File: src/rtl/esb_pkg.sv
package esb_pkg;
  localparam int OFF_W = 12;

  localparam logic [OFF_W-1:0] OFF_LD_EOI = 12'h000;
  localparam logic [OFF_W-1:0] OFF_ST_EOI = 12'h400;
  localparam logic [OFF_W-1:0] OFF_SET00  = 12'hC00;
  localparam logic [OFF_W-1:0] OFF_SET01  = 12'hD00;

  localparam logic [1:0] PQ_RESET = 2'b01;

  typedef enum logic [2:0] {
    OP_NONE,
    OP_TRIG,
    OP_ST400,
    OP_LD000,
    OP_LDC00,
    OP_LDD00,
    OP_PEEK
  } esb_op_e;
endpackage

File: src/rtl/esb_decode.sv
module esb_decode
  import esb_pkg::*;
#(
  parameter int NUM_SRC     = 4,
  parameter bit SHARED_TRIG = 1'b1,
  localparam int SRC_W      = (NUM_SRC > 1) ? $clog2(NUM_SRC) : 1
) (
  input  logic             req_valid_i,
  input  logic             req_write_i,
  input  logic             req_trig_page_i,
  input  logic [OFF_W-1:0] req_off_i,
  input  logic [SRC_W-1:0] req_src_i,
  output esb_op_e          op_o,
  output logic [NUM_SRC-1:0] sel_o
);
  always_comb begin
    op_o = OP_NONE;
    if (req_valid_i) begin
      if (req_write_i) begin
        if (req_trig_page_i)              op_o = OP_TRIG;
        else if (req_off_i == OFF_ST_EOI) op_o = OP_ST400;
        else if (SHARED_TRIG)             op_o = OP_TRIG;
      end else if (req_trig_page_i) begin
        op_o = OP_PEEK;
      end else begin
        case (req_off_i)
          OFF_LD_EOI: op_o = OP_LD000;
          OFF_SET00:  op_o = OP_LDC00;
          OFF_SET01:  op_o = OP_LDD00;
          default:    op_o = OP_PEEK;
        endcase
      end
    end
  end

  always_comb begin
    for (int i = 0; i < NUM_SRC; i++)
      sel_o[i] = req_valid_i && (req_src_i == SRC_W'(i));
  end
endmodule

File: src/rtl/esb_cell.sv
module esb_cell
  import esb_pkg::*;
#(
  parameter bit SHARED_TRIG = 1'b1
) (
  input  logic       clk_i,
  input  logic       rst_ni,
  input  logic       sel_i,
  input  esb_op_e    op_i,
  input  logic       lsi_i,
  input  logic       st_eoi_i,
  input  logic       level_i,
  output logic [1:0] pq_o,
  output logic       notify_o
);
  logic [1:0] pq_q, pq_n;
  logic       ntf_q, ntf_n;
  logic [1:0] trig_pq;
  logic       trig_ntf;

  // coalescing trigger: only 00 notifies, masked 01 holds
  always_comb begin
    trig_pq  = pq_q;
    trig_ntf = 1'b0;
    case (pq_q)
      2'b00: begin trig_pq = 2'b10; trig_ntf = 1'b1; end
      2'b10: trig_pq = 2'b11;
      default: trig_pq = pq_q;
    endcase
  end

  always_comb begin
    pq_n  = pq_q;
    ntf_n = 1'b0;
    if (sel_i) begin
      case (op_i)
        OP_TRIG: begin
          if (!lsi_i) begin pq_n = trig_pq; ntf_n = trig_ntf; end
        end
        OP_ST400: begin
          if (st_eoi_i) begin
            if (pq_q[0]) begin pq_n = 2'b10; ntf_n = 1'b1; end
            else           pq_n = 2'b00;
          end else if (SHARED_TRIG && !lsi_i) begin
            pq_n  = trig_pq;
            ntf_n = trig_ntf;
          end
        end
        OP_LD000: begin
          if (lsi_i) begin
            pq_n = {1'b0, pq_q[0]};
            if (level_i && !pq_q[0]) begin pq_n = 2'b10; ntf_n = 1'b1; end
          end else begin
            pq_n = 2'b00;
          end
        end
        OP_LDC00: pq_n = 2'b00;
        OP_LDD00: pq_n = 2'b01;
        default:  pq_n = pq_q;
      endcase
    end else if (lsi_i && level_i && pq_q == 2'b00) begin
      pq_n  = 2'b10;
      ntf_n = 1'b1;
    end
  end

  always_ff @(posedge clk_i or negedge rst_ni) begin
    if (!rst_ni) begin
      pq_q  <= PQ_RESET;
      ntf_q <= 1'b0;
    end else begin
      pq_q  <= pq_n;
      ntf_q <= ntf_n;
    end
  end

  assign pq_o     = pq_q;
  assign notify_o = ntf_q;
endmodule

File: src/rtl/esb_rsp.sv
module esb_rsp #(
  parameter int NUM_SRC = 4,
  localparam int SRC_W  = (NUM_SRC > 1) ? $clog2(NUM_SRC) : 1
) (
  input  logic                     clk_i,
  input  logic                     rst_ni,
  input  logic                     load_i,
  input  logic [SRC_W-1:0]         src_i,
  input  logic [NUM_SRC-1:0][1:0]  pq_all_i,
  output logic                     rsp_valid_o,
  output logic [1:0]               rsp_pq_o
);
  logic [1:0] sel_pq;

  always_comb begin
    sel_pq = 2'b00;
    for (int i = 0; i < NUM_SRC; i++)
      if (src_i == SRC_W'(i)) sel_pq = pq_all_i[i];
  end

  always_ff @(posedge clk_i or negedge rst_ni) begin
    if (!rst_ni) begin
      rsp_valid_o <= 1'b0;
      rsp_pq_o    <= 2'b00;
    end else begin
      rsp_valid_o <= load_i;
      if (load_i) rsp_pq_o <= sel_pq;
    end
  end
endmodule

File: src/rtl/esb_pq.sv
module esb_pq
  import esb_pkg::*;
#(
  parameter int NUM_SRC     = 4,
  parameter bit SHARED_TRIG = 1'b1,
  localparam int SRC_W      = (NUM_SRC > 1) ? $clog2(NUM_SRC) : 1
) (
  input  logic               clk_i,
  input  logic               rst_ni,
  input  logic               req_valid_i,
  input  logic               req_write_i,
  input  logic               req_trig_page_i,
  input  logic [OFF_W-1:0]   req_off_i,
  input  logic [SRC_W-1:0]   req_src_i,
  input  logic [NUM_SRC-1:0] src_lsi_i,
  input  logic [NUM_SRC-1:0] src_st_eoi_i,
  input  logic [NUM_SRC-1:0] level_i,
  output logic               rsp_valid_o,
  output logic [1:0]         rsp_pq_o,
  output logic [NUM_SRC-1:0] notify_o
);
  esb_op_e                   op;
  logic [NUM_SRC-1:0]        sel;
  logic [NUM_SRC-1:0][1:0]   pq_all;

  esb_decode #(.NUM_SRC(NUM_SRC), .SHARED_TRIG(SHARED_TRIG)) u_decode (
    .req_valid_i    (req_valid_i),
    .req_write_i    (req_write_i),
    .req_trig_page_i(req_trig_page_i),
    .req_off_i      (req_off_i),
    .req_src_i      (req_src_i),
    .op_o           (op),
    .sel_o          (sel)
  );

  for (genvar g = 0; g < NUM_SRC; g++) begin : g_cell
    esb_cell #(.SHARED_TRIG(SHARED_TRIG)) u_cell (
      .clk_i   (clk_i),
      .rst_ni  (rst_ni),
      .sel_i   (sel[g]),
      .op_i    (op),
      .lsi_i   (src_lsi_i[g]),
      .st_eoi_i(src_st_eoi_i[g]),
      .level_i (level_i[g]),
      .pq_o    (pq_all[g]),
      .notify_o(notify_o[g])
    );
  end

  esb_rsp #(.NUM_SRC(NUM_SRC)) u_rsp (
    .clk_i      (clk_i),
    .rst_ni     (rst_ni),
    .load_i     (req_valid_i && !req_write_i),
    .src_i      (req_src_i),
    .pq_all_i   (pq_all),
    .rsp_valid_o(rsp_valid_o),
    .rsp_pq_o   (rsp_pq_o)
  );
endmodule

File: config.mk
export PLATFORM = sky130hd
export DESIGN_NAME = esb_pq
export DESIGN_NICKNAME = d
export VERILOG_FILES = /design/src/rtl/esb_pkg.sv /design/src/rtl/esb_decode.sv /design/src/rtl/esb_cell.sv /design/src/rtl/esb_rsp.sv /design/src/rtl/esb_pq.sv
export SDC_FILE = /design/constraint.sdc
export NUM_CORES = 1
export LEC_CHECK = 0
export BUFFER_PORTS_ARGS = -buffer_cell sky130_fd_sc_hd__buf_4
export CAP_MARGIN = 20
export CORE_ASPECT_RATIO = 2
export CORE_MARGIN = 2
export CORE_UTILIZATION = 35
export DETAILED_ROUTE_END_ITERATION = 6
export PLACE_DENSITY_LB_ADDON = 0.25
export RECOVER_POWER = 25
export SYNTH_ARGS = -nofsm -noshare
export SYNTH_HDL_FRONTEND = slang
export SYNTH_SLANG_ARGS = --single-unit
File: constraint.sdc
create_clock -name clk_i -period 1.75 [get_ports clk_i]
set_clock_uncertainty 0.15 [all_clocks]
set_input_delay 0.175 -clock clk_i [delete_from_list [all_inputs] [get_ports clk_i]]
set_output_delay 0.175 -clock clk_i [all_outputs]
set_load 0.01 [all_outputs]
==> impl_metrics.yaml <==
worst_setup_path:
  crit_fanout: 7
  cp-startpoint: "req_off_i[3]"
  r2r_end: "g_cell[2].u_cell.pq_o[1]$_DFFE_PN0P_"
  reg2reg_slack_ps: 60
  cp_num_cells: 8
  slowest_stage: "nor4_4"
  cpMostUsedCell: "buf_6"
  r2r_start: "g_cell[2].u_cell.pq_o[0]$_DFFE_PN1P_"
  cp_cell_sequence: "buf_6, nor4_4, a41oi_2, or2_1, buf_6, or3_1, o311ai_1, mux2_1"
  critPathTopFamily: "simple AND/OR/NAND/NOR gates"
  critPathCaptureType: "flop"
  start_kind: "input port"
  r2r.worst_path.cells: 7
  critPathMaxStageDelay_ps: 390
  critPathRequiredTime_ps: 1800
  arrival_ps: 1890
  endpoint: "g_cell[3].u_cell.pq_o[0]$_DFFE_PN1P_"
  crit_buf_inv: 2
  path_class: "input port to flop"
timing:
  post-route-min-period_ps: 1833
  max_slew_margin_pct: 36.85
  layout_setup_ws_ps: -83.32
  setup_viol: 3
  tns_ps: -156.3
  finalMaxSlewViolations: 0
  hold_viol: 0
  rsz0062_at_grt: "true"
  timing.hold.ws_ps: 106.9
  tightest_slew_ps: 947.2
  min_period_over_period_pct: 104.8
  max_freq_ghz: 0.5455
placed_design:
  port_buffers: 37
  placed_area_um2: 2038
  dp_hpwl_mm: 3.822
  gp_congestion: 0.8761
routing:
  wire_per_inst_um: 16.51
  post-route-drc-count: 0
  num_vias: 1811
  drtIter0Drc: 80
  wl_mm: 5.201
  dr.pass1.iters: 5
  routed_via_density: 5.749
  final_antenna_net_count: 0
final_layout:
  multiInputGateArea_um2: 1040
  fill_cells: 393
  final_util_pct: 53.54
  finalNetCount: 295
  post-route-cell-area_um2: 2188
  antenna_cells: 0
  syn_to_final_growth_pct: 48.35
  drive_above_1_share_pct: 41.06
  ff_latch_area_um2: 380.4
synth:
  ys_ff_latch: 15
  synth_area_per_cell_um2: 7.683
  ys_warn_count: 0
  ys_async_sr_fraction_pct: 100.0
  yosysSeqAreaShare_pct: 25.78
  synth_cell_types: 52
  syn_inst: 192
  syn_nets: 223
  synth_ff_type: "dfrtp_1"
  synth_edf_count: 0
  synth_area_um2: 1475
clocking:
  clock_latency_ps: 250
  cts-root-buf: "clkbuf_8"
  cts-htree-levels: 1
  cts.reportedPaths.clkPinSlew_ps: 70
  cts.sinks: 15
  cts_tree: "built"
  cts_buffers: 3
  cts_max_path_buffers: 2
floorplan:
  die_x_um: 49.91
  die_h_um: 95.81
  start_util_pct: 36.09
  num_rows: 33
  io_pins: 38
  dieArea_um2: 4781
  core-area_um2: 4088
job:
  cap_violations: 0
global_routing:
  grt_pass1_vias: 1786
  grt_overflow: 0
  grt_max_degree: 16
  antenna_found_initial: 0
  grt_pass1_wl_mm: 7.969
  grt_usage_pct: 21.66
outcome:
  outcome: "finished with violations"
  violations: "setup timing"
hold_path:
  hold_path.class: "input port to flop"
  min_path_cells: 4
power:
  p_leak_nw: 0.9974
  p_per_area_nw_per_um2: 628.3
  peakVddDrop_mv: 0.3930
==> power breakdown <==
group	switching, mW	internal [mW]
logic	0.284	0.294
registers	0.0688	0.425
clock network	0.145	0.158
total	0.498	0.877
==> cell usage in the layout (no fill, tap or decap), types with 2 or more instances in the layout <==
| master | n |
|---|---|
| buf_4 | 70 |
| nor2_1 | 19 |
| nand2_1 | 18 |
| a21oi_1 | 16 |
| inv_1 | 11 |
| o21ai_0 | 11 |
| dfrtp_1 | 11 |
| a31oi_1 | 8 |
| nor3_1 | 6 |
| nand3_1 | 5 |
| buf_6 | 5 |
| and3_1 | 4 |
| or3_1 | 4 |
| nand2b_1 | 4 |
| dfstp_2 | 4 |
| nor3b_1 | 3 |
| a21oi_2 | 3 |
| a21o_1 | 3 |
| clkbuf_8 | 3 |
| nor4_4 | 2 |
| o21a_1 | 2 |
| o211ai_1 | 2 |
| or2_0 | 2 |
| o31ai_1 | 2 |
| mux2i_1 | 2 |
| o22ai_1 | 2 |
| mux4_2 | 2 |
| a21boi_1 | 2 |
| a31o_2 | 2 |
| o21ai_2 | 2 |
| a2bb2oi_1 | 2 |
==> state kept, by name, summed over array words and instances, names as in the netlist <==
name	cells
g_cell.u_cell.pq_o	8
u_rsp.rsp_valid_o	1
u_rsp.rsp_pq_o	2
g_cell.u_cell.notify_o	4
==> layer usage <==
| layer | track usage (%) | up-vias | wire length, um |
|---|---|---|---|
| li1 | - | 855 | - |
| met1 | 22.93 | 851 | 1836 |
| met2 | 41.00 | 83 | 2882 |
| met3 | 2.019 | 22 | 281 |
| met4 | 11.81 | 0 | 201 |
| met5 | 0 | - | 0 |
==> metrics by stage <==
stage	power (mW)	instances	worst slack, ps
after floorplan	0.7720	192	-4.340
after global placement	1.035	308	-285.4
after detailed placement	1.039	308	-294.8
after CTS	1.346	313	3.192
after global routing	1.452	315	-167.6
final	1.375	315	-83.32
==> synth_stat cells, types with 5 or more instances <==
cell type  number  area [um^2]
a31oi_1         8        50.05
nand3_1         5        25.02
buf_4           6        45.04
nor3_1          6        30.03
a21oi_1        18        90.09
o21ai_0        14        70.07
nor2_1         19        71.32
nand2_1        18        67.56
dfrtp_1        11        275.3
inv_1          11        41.29
==> cells by family (layout without fill, tap and decap cells) <==
kind of cell	Yosys count	count (layout)	synth area share (%)
and+or+nand+nor	78	78	29.18
AOI/OAI and AO/OA	71	71	31.72
buffers and inverters	23	94	8.142
DFF	15	15	25.78
muxes	5	5	5.174
==> repair_timing <==
item	CTS	global route
cloned	0	1
endpoints found under the setup margin	1	11
pin swaps	3	6
hold buffers	1	0
buffers inserted	0	1
resized for setup	2	21
hold endpoints to repair	15	0
==> worst min-delay path by stage <==
| stage | from | endpoint |
|---|---|---|
| after global routing | src_st_eoi_i[3] | g_cell[3].u_cell.pq_o[1]$_DFFE_PN0P_ |
| after global placement | rst_ni | u_rsp.rsp_valid_o$_DFF_PN0_ |
| after CTS | src_st_eoi_i[3] | g_cell[3].u_cell.pq_o[1]$_DFFE_PN0P_ |
| final | src_st_eoi_i[3] | g_cell[3].u_cell.pq_o[1]$_DFFE_PN0P_ |
| after detailed placement | rst_ni | u_rsp.rsp_valid_o$_DFF_PN0_ |
| after floorplan | rst_ni | g_cell[0].u_cell.notify_o$_DFF_PN0_ |
==> worst register-to-register path, cell delays in order (launching register included) <==
cell and delay [ps]:
dfstp_2 530, inv_1 50, buf_4 130, a21oi_1 190
nor2_1 60, a32oi_1 150, o21ai_0 100, o22a_1 210
==> area by class of cell <==
cell class,count,share of cell area [%]
multi-input combinational,154,47.51
timing repair buffer,79,28.13
sequential,15,17.38
tap,52,2.973
clock buffer,3,1.887
inverter,11,1.887
clock inverter,1,0.2287
Power figures use the tool's default switching activity.
